--- src/rtl/adc_rd_pkg.sv ---
// Shared types for the serial ADC read controller.
package adc_rd_pkg;

    // Sequencer states: idle, wait for marker, shift bits, enforced select-high gap.
    typedef enum logic [1:0] {
        RD_IDLE = 2'd0,
        RD_WAIT = 2'd1,
        RD_XFER = 2'd2,
        RD_GAP  = 2'd3
    } rd_state_e;

endpackage

--- src/rtl/adc_rd_sync.sv ---
// Flop chain that brings the converter's data line into the system clock domain.
// Assumes: STAGES >= 1; the output lags the input by STAGES cycles.
module adc_rd_sync #(
    parameter int STAGES = 2
) (
    input  logic clk,
    input  logic rst_n,
    input  logic d,
    output logic q
);

    logic [STAGES-1:0] chain;

    generate
        if (STAGES == 1) begin : g_one
            // Single register stage.
            always_ff @(posedge clk) begin
                if (!rst_n) chain <= '0;
                else        chain <= d;
            end
        end else begin : g_many
            // Shift the sample along the chain.
            always_ff @(posedge clk) begin
                if (!rst_n) chain <= '0;
                else        chain <= {chain[STAGES-2:0], d};
            end
        end
    endgenerate

    assign q = chain[STAGES-1];

endmodule

--- src/rtl/adc_rd_sclk_gen.sv ---
// Serial clock generator. Toggles adc_sclk every effective half period while run
// is high and holds it low with the counter cleared otherwise. It flags, one
// cycle ahead, the edge at which the clock will rise or fall.
// Assumes: cfg_half below MIN_HALF is raised to MIN_HALF.
module adc_rd_sclk_gen #(
    parameter int HALF_W   = 8,
    parameter int MIN_HALF = 3
) (
    input  logic              clk,
    input  logic              rst_n,
    input  logic              run,
    input  logic [HALF_W-1:0] cfg_half,
    output logic              sclk,
    output logic              rise_evt,
    output logic              fall_evt
);

    localparam logic [HALF_W-1:0] MIN_L = HALF_W'(MIN_HALF);

    logic [HALF_W-1:0] half_eff;
    logic [HALF_W-1:0] cnt;
    logic              last;

    // Clamp the half period and detect its final cycle.
    always_comb begin
        half_eff = (cfg_half < MIN_L) ? MIN_L : cfg_half;
        last     = (cnt == half_eff - 1'b1);
        rise_evt = run && last && !sclk;
        fall_evt = run && last && sclk;
    end

    // Half-period counter and clock toggle.
    always_ff @(posedge clk) begin
        if (!rst_n || !run) begin
            cnt  <= '0;
            sclk <= 1'b0;
        end else if (last) begin
            cnt  <= '0;
            sclk <= !sclk;
        end else begin
            cnt  <= cnt + 1'b1;
        end
    end

endmodule

--- src/rtl/adc_rd_shift.sv ---
// MSB-first input shift register. Bits shifted past the top are lost, so the
// leading marker drops out once all data bits have entered.
module adc_rd_shift #(
    parameter int W = 10
) (
    input  logic         clk,
    input  logic         rst_n,
    input  logic         clr,
    input  logic         en,
    input  logic         din,
    output logic [W-1:0] word
);

    // Clear between reads, shift one bit per sampling edge.
    always_ff @(posedge clk) begin
        if (!rst_n || clr) word <= '0;
        else if (en)       word <= {word[W-2:0], din};
    end

endmodule

--- src/rtl/adc_rd_seq.sv ---
// Transaction sequencer: owns chip select, marker wait with timeout, bit count
// and the select-high gap. It also produces the capture and status strobes.
// Assumes: din_sync lags the pin by SYNC_STAGES cycles, so samples from the first
// SYNC_STAGES cycles of the wait predate the select fall and are masked.
module adc_rd_seq
    import adc_rd_pkg::*;
#(
    parameter int DATA_W      = 10,
    parameter int TMO_W       = 16,
    parameter int GAP_W       = 12,
    parameter int CNT_W       = 16,
    parameter int SYNC_STAGES = 2
) (
    input  logic             clk,
    input  logic             rst_n,
    input  logic             start,
    input  logic [TMO_W-1:0] cfg_timeout,
    input  logic [GAP_W-1:0] cfg_gap,
    input  logic             din_sync,
    input  logic             rise_evt,
    input  logic             fall_evt,
    output logic             run,
    output logic             shift_clr,
    output logic             capture,
    output logic             cs_n,
    output logic             valid,
    output logic             err,
    output logic             busy
);

    localparam int BITS = DATA_W + 1;
    localparam int BC_W = $clog2(BITS + 1);

    rd_state_e        state;
    logic [CNT_W-1:0] cnt;
    logic [BC_W-1:0]  bitcnt;
    logic             flag_ok;
    logic             tmo_hit;
    logic             gap_done;

    // Decode conditions from the current state and counters.
    always_comb begin
        run       = (state == RD_XFER);
        shift_clr = (state == RD_IDLE);
        busy      = (state != RD_IDLE);
        flag_ok   = (cnt >= CNT_W'(SYNC_STAGES)) && din_sync;
        tmo_hit   = (cnt == CNT_W'(cfg_timeout));
        gap_done  = ((cnt + CNT_W'(1)) >= CNT_W'(cfg_gap));
        capture   = run && fall_evt && (bitcnt == BC_W'(BITS));
    end

    // State, counters, chip select and one-cycle strobes.
    always_ff @(posedge clk) begin
        if (!rst_n) begin
            state  <= RD_IDLE;
            cnt    <= '0;
            bitcnt <= '0;
            cs_n   <= 1'b1;
            valid  <= 1'b0;
            err    <= 1'b0;
        end else begin
            valid <= 1'b0;
            err   <= 1'b0;
            unique case (state)
                RD_IDLE: begin
                    cnt    <= '0;
                    bitcnt <= '0;
                    if (start) begin
                        state <= RD_WAIT;
                        cs_n  <= 1'b0;
                    end
                end
                RD_WAIT: begin
                    cnt <= cnt + 1'b1;
                    if (flag_ok) begin
                        state <= RD_XFER;
                        cnt   <= '0;
                    end else if (tmo_hit) begin
                        state <= RD_GAP;
                        cs_n  <= 1'b1;
                        err   <= 1'b1;
                        cnt   <= '0;
                    end
                end
                RD_XFER: begin
                    if (rise_evt) bitcnt <= bitcnt + 1'b1;
                    if (capture) begin
                        state <= RD_GAP;
                        cs_n  <= 1'b1;
                        valid <= 1'b1;
                        cnt   <= '0;
                    end
                end
                RD_GAP: begin
                    cnt <= cnt + 1'b1;
                    if (gap_done) state <= RD_IDLE;
                end
                default: state <= RD_IDLE;
            endcase
        end
    end

endmodule

--- src/rtl/adc_rd_ctrl.sv ---
// Host read controller for a 10-bit serial converter: select, marker wait,
// serial clocking, parallel result with strobe, timeout and inter-read gap.
// Assumes: configuration inputs are held stable while busy is high.
module adc_rd_ctrl #(
    parameter int DATA_W      = 10,
    parameter int HALF_W      = 8,
    parameter int TMO_W       = 16,
    parameter int GAP_W       = 12,
    parameter int SYNC_STAGES = 2
) (
    input  logic              clk,
    input  logic              rst_n,
    input  logic              start,
    input  logic [HALF_W-1:0] cfg_half,
    input  logic [TMO_W-1:0]  cfg_timeout,
    input  logic [GAP_W-1:0]  cfg_gap,
    input  logic              adc_dout,
    output logic              adc_cs_n,
    output logic              adc_sclk,
    output logic [DATA_W-1:0] result,
    output logic              result_valid,
    output logic              timeout_err,
    output logic              busy
);

    localparam int MIN_HALF = SYNC_STAGES + 1;
    localparam int CNT_W    = (TMO_W > GAP_W) ? TMO_W : GAP_W;

    logic              din_sync;
    logic              run;
    logic              rise_evt;
    logic              fall_evt;
    logic              shift_clr;
    logic              capture;
    logic [DATA_W-1:0] word;

    adc_rd_sync #(.STAGES(SYNC_STAGES)) u_sync (
        .clk   (clk),
        .rst_n (rst_n),
        .d     (adc_dout),
        .q     (din_sync)
    );

    adc_rd_sclk_gen #(.HALF_W(HALF_W), .MIN_HALF(MIN_HALF)) u_sclk (
        .clk      (clk),
        .rst_n    (rst_n),
        .run      (run),
        .cfg_half (cfg_half),
        .sclk     (adc_sclk),
        .rise_evt (rise_evt),
        .fall_evt (fall_evt)
    );

    adc_rd_shift #(.W(DATA_W)) u_shift (
        .clk   (clk),
        .rst_n (rst_n),
        .clr   (shift_clr),
        .en    (rise_evt),
        .din   (din_sync),
        .word  (word)
    );

    adc_rd_seq #(
        .DATA_W      (DATA_W),
        .TMO_W       (TMO_W),
        .GAP_W       (GAP_W),
        .CNT_W       (CNT_W),
        .SYNC_STAGES (SYNC_STAGES)
    ) u_seq (
        .clk         (clk),
        .rst_n       (rst_n),
        .start       (start),
        .cfg_timeout (cfg_timeout),
        .cfg_gap     (cfg_gap),
        .din_sync    (din_sync),
        .rise_evt    (rise_evt),
        .fall_evt    (fall_evt),
        .run         (run),
        .shift_clr   (shift_clr),
        .capture     (capture),
        .cs_n        (adc_cs_n),
        .valid       (result_valid),
        .err         (timeout_err),
        .busy        (busy)
    );

    // Hold the last completed word; update it alongside the valid strobe.
    always_ff @(posedge clk) begin
        if (!rst_n)       result <= '0;
        else if (capture) result <= word;
    end

endmodule

--- config.mk ---
export PLATFORM = sky130hd
export DESIGN_NAME = adc_rd_ctrl
export DESIGN_NICKNAME = d
export VERILOG_FILES = /design/src/rtl/adc_rd_pkg.sv /design/src/rtl/adc_rd_sync.sv /design/src/rtl/adc_rd_sclk_gen.sv /design/src/rtl/adc_rd_shift.sv /design/src/rtl/adc_rd_seq.sv /design/src/rtl/adc_rd_ctrl.sv
export SDC_FILE = /design/constraint.sdc
export NUM_CORES = 1
export LEC_CHECK = 0
export CORE_UTILIZATION = 40
export CTS_CLUSTER_DIAMETER = 200
export DETAILED_ROUTE_END_ITERATION = 10
export DONT_BUFFER_PORTS = 1
export PLACE_DENSITY = 0.52
export SLEW_MARGIN = 20
export SYNTH_ARGS = -nofsm -noshare
export SYNTH_HDL_FRONTEND = slang
export SYNTH_SLANG_ARGS = --single-unit
export TNS_END_PERCENT = 5
--- constraint.sdc ---
create_clock -name clk -period 3.7 [get_ports clk]
set_clock_uncertainty 0.05 [all_clocks]
set_input_delay 0.37 -clock clk [delete_from_list [all_inputs] [get_ports clk]]
set_output_delay 0.37 -clock clk [all_outputs]
set_load 0.03 [all_outputs]
# --- Word level (Yosys, flattened, before mapping) ---
# Cells that the tools add are included.
totals:
  register_bits: 56
  latchBits: 0
  ram_bits: 0
  rom_bits: 0
  in_bits: 40
  out_inout_bits: 15
  wordCells: 74
  memories: 0
classes:
  addsub: 4
  n_mul: 0
  div: 0
  order_cmp: 3
  n_eq_ne: 13
  shifts: 0
  muxes: 20
  n_bitwise: 2
  n_reduce_logical: 21
op_table:
  columns: ["op", "count"]
  rows:
  - ["$pmux 16 s4", 1]
  - ["$mux 16", 3]
  - ["$add 16x1->16 const B", 1]
  - ["$eq 16x16->1", 1]
  - ["$ge 16x12->1", 1]
  - ["$ge 16x2->1 const B", 1]
  - ["$mux 2", 5]
  - ["$add 8x1->8 const B", 1]
  - ["$eq 8x8->1", 1]
  - ["$lt 8x2->1 const B", 1]
  - ["$mux 8", 1]
  - ["$ne 2x2->1 const B", 4]
  - ["$pmux 2 s4", 1]
  - ["$pmux 4 s2", 1]
  - ["$sub 8x1->8 const B", 1]
  - ["$logic_and 1x1->1", 6]
  - ["$mux 1", 6]
  - ["$reduce_and 5->1", 1]
  - ["$add 4x1->4 const B", 1]
  - ["$eq 2x2->1 const B", 2]
  - ["$eq 4x4->1 const B", 1]
  - ["$mux 4", 1]
  - ["$ne 2x1->1 const B", 2]
  - ["$reduce_and 2->1", 2]
  - ["12 further kinds", 17]

# --- Longest topological paths before layout ---
# Gate-level depths: netlist of run 1.
depth:
  depth_word: 10
  depth_mapped: 12
  mapped_depth_nobuf: 12

# --- Cells and area by module ---
# A second synthesis of run 1 with hierarchy kept.
hier_totals:
  cells_unflattened: 411
  hier_area_um2: 3509.6
modules_own_cells:
  columns: ["module", "n_inst", "cells_each", "area_each_um2", "seq_area_each_um2"]
  rows:
  - ["adc_rd_seq", 1, 273, 2108.3, 500.5]
  - ["adc_rd_sclk_gen", 1, 70, 614.3, 180.2]
  - ["adc_rd_ctrl", 1, 31, 374.1, 200.2]
  - ["adc_rd_shift", 1, 33, 360.3, 200.2]
  - ["adc_rd_sync", 1, 4, 52.6, 40.0]

# --- Worst setup path before layout of run 1 ---
# OpenSTA, ideal clock, no wires.
synth_path:
  kind: "reg-to-reg"
  startpoint: "register u_seq.cnt[0]"
  endpoint: "register u_seq.state[0]"
  t_arrival_ns: 2.728
  required_time_ns: 3.559
  slack_ns: 0.831
  path_stages_with_launch: 13
  synth_period_minus_slack_ns: 2.869
  cell_sequence: "dfxtp_1 -> ha_1 -> and4_1 -> nand2_1 -> xnor2_1 -> ha_1 -> nand2_1 -> nor2_1 -> a2111oi_0 -> a21oi_1 -> a2111oi_0 -> nor4_1 -> a311oi_1"
synth_between:
  elab_chain_len: 4
  elab_cells_between_ends: 10
  cone_classes: "add/sub: 1; order compare: 2; eq/ne: 3; mux: 2; reduce/logical: 2"
synth_rtl:
  columns: ["element", "line", "rtl"]
  rows:
  - ["from (decl)", "adc_rd_seq.sv:35", "logic [CNT_W-1:0] cnt;"]
  - ["from (signal assigned)", "adc_rd_seq.sv:74", "cnt <= cnt + 1'b1;"]
  - ["from (signal assigned)", "adc_rd_seq.sv:95", "cnt <= cnt + 1'b1;"]
  - ["$add 16x1->16 or $ge 16x2->1 (tied branches)", "adc_rd_seq.sv:48, adc_rd_seq.sv:46", null]
  - ["$ge 16x12->1 or $logic_and 1x1->1 (tied branches)", "adc_rd_seq.sv:48, adc_rd_seq.sv:46", null]
  - ["$ne 2x1->1 (no source line), or another cell as far along", null, null]
  - ["$reduce_and 4->1 (no source line) or $pmux 2 s4 (tied branches)", null, null]
  - ["to (signal assigned)", "adc_rd_seq.sv:55", "state <= RD_IDLE;"]
  - ["to (signal assigned)", "adc_rd_seq.sv:69", "state <= RD_WAIT;"]
  - ["to (signal assigned)", "adc_rd_seq.sv:76", "state <= RD_XFER;"]
  - ["to (decl)", "adc_rd_seq.sv:34", "rd_state_e state;"]
# Several ways; a longest one is shown, not always the timed one.
# A chain may end at the register's enable or synchronous reset.

# --- Final worst setup path of run 1 ---
layout_path:
  startpoint: "register u_seq.cnt[1]"
  endpoint: "register u_seq.state[0]"
# Same word-level chain as after synthesis.

==> impl_results.md, run 1 <==
- Status: completed
- Gate Count Post-Synth: 410
- Pin count of the biggest net entering global routing: 35
- Core Rows: 33
- DRT antenna net count: 0
- Power per cell area: roughly 410 nW/um2
- Layout overhead on the synthesized area: 6.28%
- Cell with the most instances after synthesis: dfxtp_1
- Final GP Congestion: 0.799
- CTS root buf: clkbuf_8
- Nets: 467
- Area share of the largest cell type after synthesis: 0.327
- Commonest cells in the netlist: dfxtp_1, nand2_1, nor2_1
- Hold-fix buffers, CTS: 0
- Die X: between 90 and 100 um
- Vias in the first global route: 2,648
- Total GRT Usage: 0.177
- Setup repair after global routing missed its margin: no
- Drt first pass iters: 4
- Buf+Inv Stages, Crit Path: 1
- Max Freq: 291 MHz
- CP max FO: 7
- Die Y: 94.6 um
- Clock buffer count from CTS: 5
- Inserted Diodes: 0
- Worst Setup Path Type: register to register
- Synth async-reset ratio: 0
- Dpl cell area: between 3000 and 4000 um2
- Ports: 55
- Reg2reg path depth: 13
- Drt drc: 0
- Gr ovfl total: 0
- DIE AREA: a little under 9000 um2
- Netlist Area Pre-Place: ~3400 um2
- Max_slew headroom: 0.462
- Design Area, Final: 3640 um2
- DP Wirelength: 5.73 mm
- Post-place setup slack: 0.102 ns
- Worst hold path type: input pin to register
- Slew @ Worst Pin: slightly above 0.8 ns
- Main flop type after synthesis: dfxtp_1
- Clk sinks: 56
- Post-synth net total: 471
- Share of cells above drive strength 1: 0.0663
- Clk Latency, worst-skew pair: 0.32 ns
- Yosys top cell by area: dfxtp_1
- Setup Viol. Count Final: 0
- Worst setup SP type: register
- DR vias/cell: 5.41
- Vias: 2,772
- Hold_sp: rst_n
- CP max-delay cell: dfxtp_1
- Floorplan core area: 8260 um2
- Worst Hold Depth: 1
- Final Util: 0.441
- Clk buf depth: 2
- Worst EP arrival: 3.60 ns
- CP cell instances: ha_1, and4_1, nand2_1, xnor2_1, ha_1, nand2_1, nor2_1, a2111oi_1, a21oi_1, a2111oi_2, buf_4, nor4_1, a311oi_1
- Slew Viols, Final: 0
- Port-buffer cells: 0
- VDD IR-drop max: about 0.20 mV
- Setup_tns: 0 ns
- Leak pwr: 1.44 nW
- Synth top area cells: dfxtp_1, mux2i_1, ha_1, xor2_1, nand2_1
- #FFs+latches synth: 56
- H-tree Lvls: 2
- Crit path required time: 3.86 ns
- CP Depth: 13
- CTS tree: done
- Hold slack: around 0.11 ns
- WL/cell: 14.8 um
- Number of enable flip-flop cells after synthesis: 0
- First-pass GRT wire length: ~12 mm
- Worst Setup Slack, final: 0.266 ns
- Initial antenna violation count: 0
- CP endpoint kind: register
- Ys Warns: 0
- Synth Area per Inst: 8.36 um2
- Detailed Route Iter0 Violations: 126
- Count of final hold-check violations: 0
- Max stage delay on crit path: 0.50 ns
- Critical path origin: u_seq.cnt[1]
- Period minus WS final: around 3.4 ns
- Initial Util: 0.415
- Post-synth cell types: 53
- Reg-to-Reg Start: u_seq.cnt[1]
- Period utilisation layout: 0.928
- Max Cap Viol: 0
- Seq/Total Area, Yosys: 0.327
- CP delay by family, top: compound AO/OA/AOI/OAI gates
- Register clock-pin slew on the reported worst setup and hold paths: 0.11 ns
- Total wire length: 7.60 mm
==> final timing paths <==
kind	to	slack, ns
min	u_seq.cs_n	0.11
min reg2reg	u_sync.chain[1]	0.39
max reg2reg	u_seq.state[0]	0.27
max	u_seq.state[0]	0.27
==> registers in the layout (all words and copies together), names as in the netlist <==
signal and count:
result 10, u_sclk.cnt 8, u_sclk.sclk 1, u_seq.bitcnt 4
u_seq.cnt 16, u_seq.cs_n 1, u_seq.err 1, u_seq.state 2
u_seq.valid 1, u_shift.word 10, u_sync.chain 2
==> report_power, final <==
part           internal (mW)  leakage [nW]  switching, mW  total [mW]
Sequential             0.626         0.453         0.0375       0.663
Clock                  0.139        0.0452          0.221       0.360
Combinational          0.163         0.942          0.291       0.454
Total                  0.928          1.44          0.549        1.48
==> layout make-up <==
type,instances,area (um2)
Clock buffer,5,68.8
Clock inverter,3,25.0
Fill cell,846,4620
Inverter,24,90.1
Multi-Input combinational cell,312,2150
Sequential cell,56,1120
Tap cell,105,131
Timing Repair Buffer,7,52.6
==> cell families after synthesis <==
| family | count (synthesis) | share of synthesized area |
|---|---|---|
| simple gates | 157 | 0.235 |
| compound gates | 63 | 0.122 |
| flops | 56 | 0.327 |
| xor+xnor | 43 | 0.110 |
| buf+inv | 42 | 0.0471 |
| mux | 28 | 0.0818 |
| fa+ha+maj | 21 | 0.0767 |
==> what timing repair did <==
item,4_1_cts,5_1_grt
setup buffers,0,0
resized for setup,0,4
setup endpoints to repair,0,2
==> routing by layer <==
layer,wire length (um),global-route usage,vias up,share of wire
met5,0,0,-,0
met4,51,0.0379,0,0.0067
met3,267,0.0362,5,0.035
met2,3500,0.290,42,0.46
met1,3770,0.239,1297,0.50
li1,-,-,1428,-
==> placed cells by master (no fill, tap or decap), types with 2 or more instances in the layout <==
cell type and n:
o21ai_0 13, nor2_1 35, nor4_1 7, a21boi_0 5
inv_6 2, o31ai_1 2, dfxtp_1 55, and4_1 3
o22ai_1 3, inv_1 24, mux2i_1 28, and3_1 3
o41ai_1 2, xnor2_1 18, ha_1 21, xor2_1 25
o211ai_1 2, nor3_1 8, a21o_1 2, clkbuf_8 5
a31o_2 3, nand3_1 16, nand4_1 6, or4_1 3
buf_4 7, or4b_1 2, or3_1 9, a21oi_1 17
and2_1 3, nand2_1 51
==> per-stage QoR <==
stage | total power [mW] | std cells
after floorplan | 1.01 | 410
after global placement | 1.12 | 504
after detailed placement | 1.12 | 504
after CTS | 1.48 | 512
after global routing | 1.58 | 512
final | 1.48 | 512
No activity file was read; power rests on OpenSTA's default activity.
==> run 2, diff against run 1 <==
Settings changed: PLACE_DENSITY 0.52 to 0.62, SYNTH_HIERARCHICAL set to 1.
Clock period 3.7 ns to 4 ns, I/O delays scaled along.
==> run 2 against run 1 <==
Net effect: global-route usage is 0.40 points lower; setup slack better by 0.37 ns; sequential power is 7.8% lower; critical path depth is 2 higher; count of clock-buffer cells in the layout is 1 higher; final cell count is 1.8% lower; synthesized cell count is 0.24% higher; critical path type is now input pin to register; critical endpoint is now u_seq/state[0]; largest cell class unchanged; largest power group unchanged; highest routed layer unchanged.
==> impl_results.md, run 2 <==
- NetSw: 0.486 mW (-11%)
- Max Freq: 298 MHz
- Worst EP arrival: 3.56 ns (-0.04 ns)
- CTS root buf: clkbuf_8
- Nets: 458 (-1.9%)
- Post-place setup slack: 0.323 ns (+0.221 ns)
- Power per cell area: 371 nW/um2 (-8.5%)
- Max_slew headroom: 0.489 (+0.0272)
- M1 GR Usage: 0.218 (-0.0214)
- Post-synth cell types: 56 (+5.7%)
- Leak pwr: 1.35 nW (-5.9%)
- Switching part of the total: 0.363 (-0.00902)
- H-tree Lvls: 2 (unchanged)
- Slew @ Worst Pin: 0.765 ns (-0.0391 ns)
- Status: completed
- Number of enable flip-flop cells after synthesis: 0 (unchanged)
- RR Endpoint: u_seq/state[0]
- DR vias/cell: 5.52 (+2.0%)
- Floorplan core area: 8340 um2 (+1.0%)
- Clk Latency, worst-skew pair: 0.31 ns (about the same)
- Core Rows: 33 (unchanged)
- Layout overhead on the synthesized area: 2.85%
- Area share of the largest cell type after synthesis: 0.319 (-0.00770)
- First-pass GRT wire length: 12.4 mm (-0.78%)
- Setup repair after global routing missed its margin: no
- Commonest cells in the netlist: dfxtp_1, nor2_1, nand2_1
- Worst Hold Depth: 1 (unchanged)
- Die Y: 95.7 um (+1.2%)
- Initial antenna violation count: 0 (unchanged)
- Gates resized, CTS repair: 0 (unchanged)
- Total GRT Usage: 0.173 (-0.00399)
- DIE AREA: 9150 um2 (+2.4%)
- Synth async-reset ratio: 0 (unchanged)
- Max Cap Viol: 0 (unchanged)
- Gr ovfl total: 0 (unchanged)
- Setup Viol. Count Final: 0 (unchanged)
- Clk buf depth: 2 (unchanged)
- CP max FO: 5 (-2)
- Largest registers: u_seq/cnt x16, result x10, u_shift/word x10
- VDD IR-drop max: 0.215 mV (+7.7%)
- Period minus WS final: around 3.4 ns
- Area occupied by registers: 1120 um2 (-0.11%)
- Cell with the most instances after synthesis: dfxtp_1
- CTS tree: done
- Count of final hold-check violations: 0 (unchanged)
- Drt drc: 0 (unchanged)
- Post-synth net total: 472 (+0.21%)
- Detailed Route Iter0 Violations: 154 (+22%)
- Grt peak-use layer: met2
- Register clock-pin slew on the reported worst setup and hold paths: 0.10 ns (about the same)
- Reg2reg path depth: 11 (-2)
- Most common cell after layout, fill and taps aside: dfxtp_1
- Comb pwr share: 0.293 (-0.014)
- Internal power: 0.854 mW (-8.0%)
- Vias in the first global route: 2,613 (-1.3%)
- Worst hold path type: input pin to register
- Highest-count cells in the layout ignoring fill and taps: dfxtp_1, nor2_1, nand2_1, xor2_1
- #FFs+latches synth: 56 (unchanged)
- Total wire length: 7.72 mm (+1.7%)
- Die X: 95.7 um (+1.2%)
- Yosys top cell by area: dfxtp_1
- Final GP Congestion: 0.861 (+7.8%)
- Crit path required time: 4.20 ns (+0.34 ns)
- Seq/Total Area, Yosys: 0.319 (-0.00770)
- Flop-to-flop setup slack: 0.96 ns (+0.69 ns)
- Synth top area cells: dfxtp_1, ha_1, xor2_1, mux2i_1, xnor2_1
- Initial Util: 0.421 (+0.00579)
- Reg-to-Reg Start: u_seq/cnt[5]
- Clock power share: 0.252 (+0.008)
- Final Util: 0.433 (-0.00827)
- Setup_tns: 0 ns (unchanged)
- Hold endpoint: u_sync/chain[0]
- Sequential fraction of design power: 0.456 (+0.007)
- Hold_sp: adc_dout
- Port-buffer cells: 0 (unchanged)
- Slew Viols, Final: 0 (unchanged)
- Max FFs per register: 16 (unchanged)
- Post-CTS setup buffer count: 0 (unchanged)
- Largest register by flop count: u_seq/cnt
- Netlist Area Pre-Place: 3510 um2 (+2.4%)
- Dpl cell area: 3510 um2 (-0.74%)
- Grt met3 use: 0.0367 (+0.000451)
- Clk sinks: 56 (unchanged)
- DP Wirelength: 5.73 mm (about the same)
- Hold-fix buffers, CTS: 0 (unchanged)
- CP endpoint kind: register
- Ys Warns: 6 (+6)
- Inserted Diodes: 0 (unchanged)
- Share of cells above drive strength 1: 0.0578 (-0.00855)
- Pin count of the biggest net entering global routing: 29 (-17%)
- Main flop type after synthesis: dfxtp_1
- Synth Area per Inst: 8.54 um2 (+2.2%)
- Design Area, Final: 3610 um2 (-0.89%)
- Period utilisation layout: 0.840
- Vias: 2,777 (+0.18%)
- Worst Setup Slack, final: 0.639 ns (+0.373 ns)
- Fillers: 843 (-0.35%)
- Gate Count Post-Synth: 411 (+0.24%)
- Footprint of the multi-input gates: 2150 um2 (unchanged)
- Met2 Resource Use GR: 0.301 (+0.0113)
- PnR Total Power: 1.34 mW (-9.3%)
- Worst Setup Path Type: input pin to register
- Worst setup SP type: input pin
- Drt first pass iters: 4 (unchanged)
- WL/cell: 15.3 um (+3.5%)
- DRT antenna net count: 0 (unchanged)
- Ports: 55 (unchanged)
- Clock buffer count from CTS: 5 (unchanged)
## run 2: changes by cell type after synthesis, sizes merged, moves of 5 or more
| cell | delta |
|---|---|
| buf | +13 |
| nor2b | +11 |
| a21oi | +8 |
| mux2i | -5 |
| nand2 | -22 |
| clkbuf | -7 |
## run 2: worst max-delay path by stage
stage | endpoint | startpoint
4_1_cts | u_seq/state[0] | cfg_half[5]
3_5_place_dp | u_seq/state[0] | cfg_half[5]
6_report | u_seq/state[0] | cfg_half[5]
5_1_grt | u_seq/state[0] | cfg_half[5]
3_3_place_gp | u_seq/state[0] | cfg_half[5]
2_1_floorplan | u_seq/state[0] | cfg_half[5]
## run 2: power groups by stage
stage	registers (mW)	logic [mW]	clock network, mW
after floorplan	0.616	0.318	0
after global placement	0.623	0.377	0
after detailed placement	0.624	0.388	0
after CTS	0.611	0.389	0.346
after global routing	0.613	0.433	0.367
final	0.611	0.392	0.337
## run 2: cell type report
class	instances	share of cell area
multi-input combinational	308	0.596
sequential	56	0.311
tap	105	0.0364
inverter	23	0.0239
clock buffer	6	0.0229
timing repair buffer	3	0.00624
clock inverter	2	0.00381
## run 2: cell families after synthesis
kind of cell	synth area share
buffers and inverters	0.0692
adders and majority gates	0.0749
muxes	0.0656
and+or+nand+nor	0.241
AOI/OAI and AO/OA	0.120
DFF	0.319
xor gates and xnor gates	0.110
## run 2: per-stage QoR
stage                     std cells  hold slack [ns]
after floorplan                 411            0.362
after global placement          495            0.381
after detailed placement        495            0.383
after CTS                       503            0.143
after global routing            503            0.137
final                           503            0.152
## run 2: worst max-delay path, stage by stage
cell and delay [ns]:
nor4_2 0.43, a21oi_2 0.13, ha_1 0.27, nor2b_1 0.14, or3_1 0.33, a31oi_1 0.16
nand4_1 0.21, nor2_1 0.22, and3_1 0.20, nand4b_1 0.12, nand2_1 0.10, o21ai_0 0.16
a21o_1 0.21, or3_1 0.36, o211ai_2 0.13
## run 2: layer usage
layer,share of wire,wire length [um]
met4,0.0085,66
met2,0.49,3760
met3,0.040,309
met1,0.46,3580
met5,0,0
==> run 3, diff against run 2 <==
Settings changed: ABC_AREA set to 1, PLACE_DENSITY 0.62 to 0.64.
Clock period 4 ns to 3.02 ns, I/O delays scaled along.
==> run 3 against run 2 <==
Net effect: the run now ends with design-rule violations left; via count up 17%; global-route usage fell by 0.68 points; wire length increased by 0.31%; count of clock-buffer cells in the layout fell by 1; sequential cell count unchanged; critical path type unchanged; clock power grew 28%; largest cell class unchanged; final cell count increased by 31%; non-clock buffer count grew 6; sequential power is 36% higher.
==> impl_results.md, run 3 <==
- CTS root buf: clkbuf_8
- Gate Count Post-Synth: 548 (+33%)
- Period minus WS final: 2.71 ns
- Leak pwr: 1.66 nW (+23%)
- Hold_sp: rst_n
- Footprint of the multi-input gates: 2160 um2 (+0.35%)
- Initial Util: 0.417 (-0.00349)
- Port-buffer cells: 0 (unchanged)
- CP max FO: 5 (unchanged)
- Clk Latency, worst-skew pair: 0.31 ns (about the same)
- Largest registers: u_seq/cnt x16, result x10, u_shift/word x10
- Final Non-Filler Cells: 659 (+31%)
- #FFs+latches synth: 56 (unchanged)
- Main flop type after synthesis: dfxtp_1
- Worst EP arrival: 2.85 ns (-0.71 ns)
- Highest-count cells in the layout ignoring fill and taps: nand2_1, inv_1, nor2_1, dfxtp_1, a21oi_1
- Worst setup SP type: input pin
- Max_slew headroom: 0.617 (+0.128)
- Clk sinks: 56 (unchanged)
- CP delay by family, top: simple AND/OR/NAND/NOR gates
- Synth top area cells: dfxtp_1, nand2_1, inv_1, ha_1, nor2_1
- Register clock-pin slew on the reported worst setup and hold paths: 0.11 ns (about the same)
- Synth async-reset ratio: 0 (unchanged)
- CP endpoint kind: register
- PnR Total Power: 1.82 mW (+36%)
- Drt drc: 6 (+6)
- H-tree Lvls: 2 (unchanged)
- Failing checks: design-rule violations
- Max stage delay on crit path: 0.24 ns (-0.19 ns)
- Cell with the most instances after synthesis: nand2_1
- Buf+Inv Stages, Crit Path: 1 (+1)
- Die Y: 97.9 um (+2.3%)
- Drt first pass iters: 8 (+4)
- Total GRT Usage: 0.166 (-0.00681)
- Fillers: 930 (+10%)
- First-pass GRT wire length: 13.1 mm (+5.5%)
- VDD IR-drop max: 0.243 mV (+13%)
- Commonest cells in the netlist: nand2_1, inv_1, nor2_1
- Worst hold path type: input pin to register
- Max FFs per register: 16 (unchanged)
- Post-synth cell types: 36 (-36%)
- Final Util: 0.441 (+0.00867)
- Netlist Area Pre-Place: 3670 um2 (+4.7%)
- Pin count of the biggest net entering global routing: 23 (-21%)
- Vias in the first global route: 2,926 (+12%)
- Largest register by flop count: u_seq/cnt
- Synth Area per Inst: 6.71 um2 (-21%)
- DP Wirelength: 6.07 mm (+5.9%)
- Power per cell area: 468 nW/um2 (+26%)
- Total wire length: 7.75 mm (+0.31%)
- Gr ovfl total: 0 (unchanged)
- WL/cell: 11.8 um (-23%)
- Detailed Route Iter0 Violations: 131 (-15%)
- Max Cap Viol: 0 (unchanged)
- Critical path origin: cfg_half[2]
- Die X: 97.9 um (+2.3%)
- Clock buffer count from CTS: 5 (unchanged)
- Core Rows: 34 (+3.0%)
- CP max-delay cell: ha_1
- Initial antenna violation count: 0 (unchanged)
- Share of cells above drive strength 1: 0.0962 (+0.0384)
- Area share of the largest cell type after synthesis: 0.305 (-0.0144)
- Worst Setup Slack, final: 0.309 ns (-0.331 ns)
- Seq/Total Area, Yosys: 0.305 (-0.0144)
- DRT antenna net count: 0 (unchanged)
- CP cell instances: nor2_2, nand2_1, o21ai_1, inv_1, ha_1, nand2_1, nand2_1, nand2_1, nand2_1, nor2_1, nand2_1, nor2_1, nand3_1, nor2_4, nand2_2, nor2_1, nand4_1, nand2_2, o21ai_0, a21oi_2, nand2_2, nand2_1, a21oi_2
- DR vias/cell: 4.93 (-11%)
- Clk buf depth: 2 (unchanged)
- Yosys top cell by area: dfxtp_1
- Status: finished, violations left
- Nets: 611 (+33%)
- Layout overhead on the synthesized area: 5.79%
- DIE AREA: 9570 um2 (+4.6%)
- DP Cell Count: 651 (+32%)
- Hold-fix buffers, CTS: 0 (unchanged)
- Slew Viols, Final: 0 (unchanged)
- Ys Warns: 6 (unchanged)
- Final GP Congestion: 0.840 (-2.5%)
- Post-CTS setup buffer count: 0 (unchanged)
- Period utilisation layout: 0.898
- Max Freq: 369 MHz
- Slew @ Worst Pin: 0.571 ns (-0.194 ns)
- Setup Viol. Count Final: 0 (unchanged)
- Worst Setup Path Type: input pin to register
- Count of final hold-check violations: 0 (unchanged)
- Reg-to-Reg Start: u_seq/cnt[2]
- Most used cell along the critical path: nand2_1
- Vias: 3,250 (+17%)
- Area occupied by registers: 1120 um2 (+0.11%)
- CTS tree: done
- Ports: 55 (unchanged)
- Floorplan core area: 8810 um2 (+5.6%)
- Number of enable flip-flop cells after synthesis: 0 (unchanged)
- Post-place setup slack: -0.0987 ns (-0.421 ns)
- Post-synth net total: 609 (+29%)
- Setup repair after global routing missed its margin: no
- Crit path required time: 3.16 ns (-1.04 ns)
- Most common cell after layout, fill and taps aside: nand2_1
- Inserted Diodes: 0 (unchanged)
run 3: cell count changes after synthesis, sizes merged, moves of 12 or more:
cell and change:
nand2 +124, inv +54, nor2 +45, mux2i -23, nand3 +21, a21oi +15
nor2b -12
run 3: final timing paths:
path,to,slack (ns),cells past startpoint
hold reg to reg,u_sync/chain[1],0.37,2
setup / recovery,u_seq/state[0],0.31,23
setup reg to reg,u_seq/state[0],0.34,18
hold / removal,u_seq/cs_n,0.02,1
run 3: power by group:
| group | internal [mW] | switching [mW] | leakage [nW] |
|---|---|---|---|
| sequential | 0.776 | 0.0572 | 0.453 |
| combinational | 0.181 | 0.374 | 1.16 |
| clock | 0.170 | 0.262 | 0.0452 |
run 3: what timing repair did:
item / in CTS / in global routing
endpoints found under the setup margin: 0 / 13
endpoints found under the hold margin: 0 / 0
gates resized for setup: 0 / 3
run 3: metal layers:
layer	GRT usage	up-vias	routed length (um)
met3	0.0315	4	411
li1	-	1714	-
met5	0	-	0
met1	0.212	1462	3630
met4	0.0420	0	56
met2	0.287	70	3650
run 3: cell families after synthesis:
| kind of cell | share of synthesized area |
|---|---|
| fa+ha+maj | 0.0715 |
| xor+xnor | 0.0834 |
| compound gates | 0.0865 |
| flops | 0.305 |
| simple gates | 0.346 |
| buf+inv | 0.108 |
run 3: stage by stage:
stage | hold WS (ns) | area [um2] | setup TNS [ns]
detailed placement | 0.347 | 3790 | -0.408
global placement | 0.344 | 3790 | 0
finish | 0.0217 | 3890 | 0
floorplan | 0.337 | 3670 | 0
global route | 0.00717 | 3890 | 0
CTS | 0.00660 | 3880 | 0
run 3: area by class of cell:
class / count / area share
multi-input cells: 399 / 0.556
repair buffers: 9 / 0.0206
clock buffers: 5 / 0.0177
flip-flops and latches: 56 / 0.289
well taps: 108 / 0.0348
inverters: 79 / 0.0763
clock inverters: 3 / 0.00644
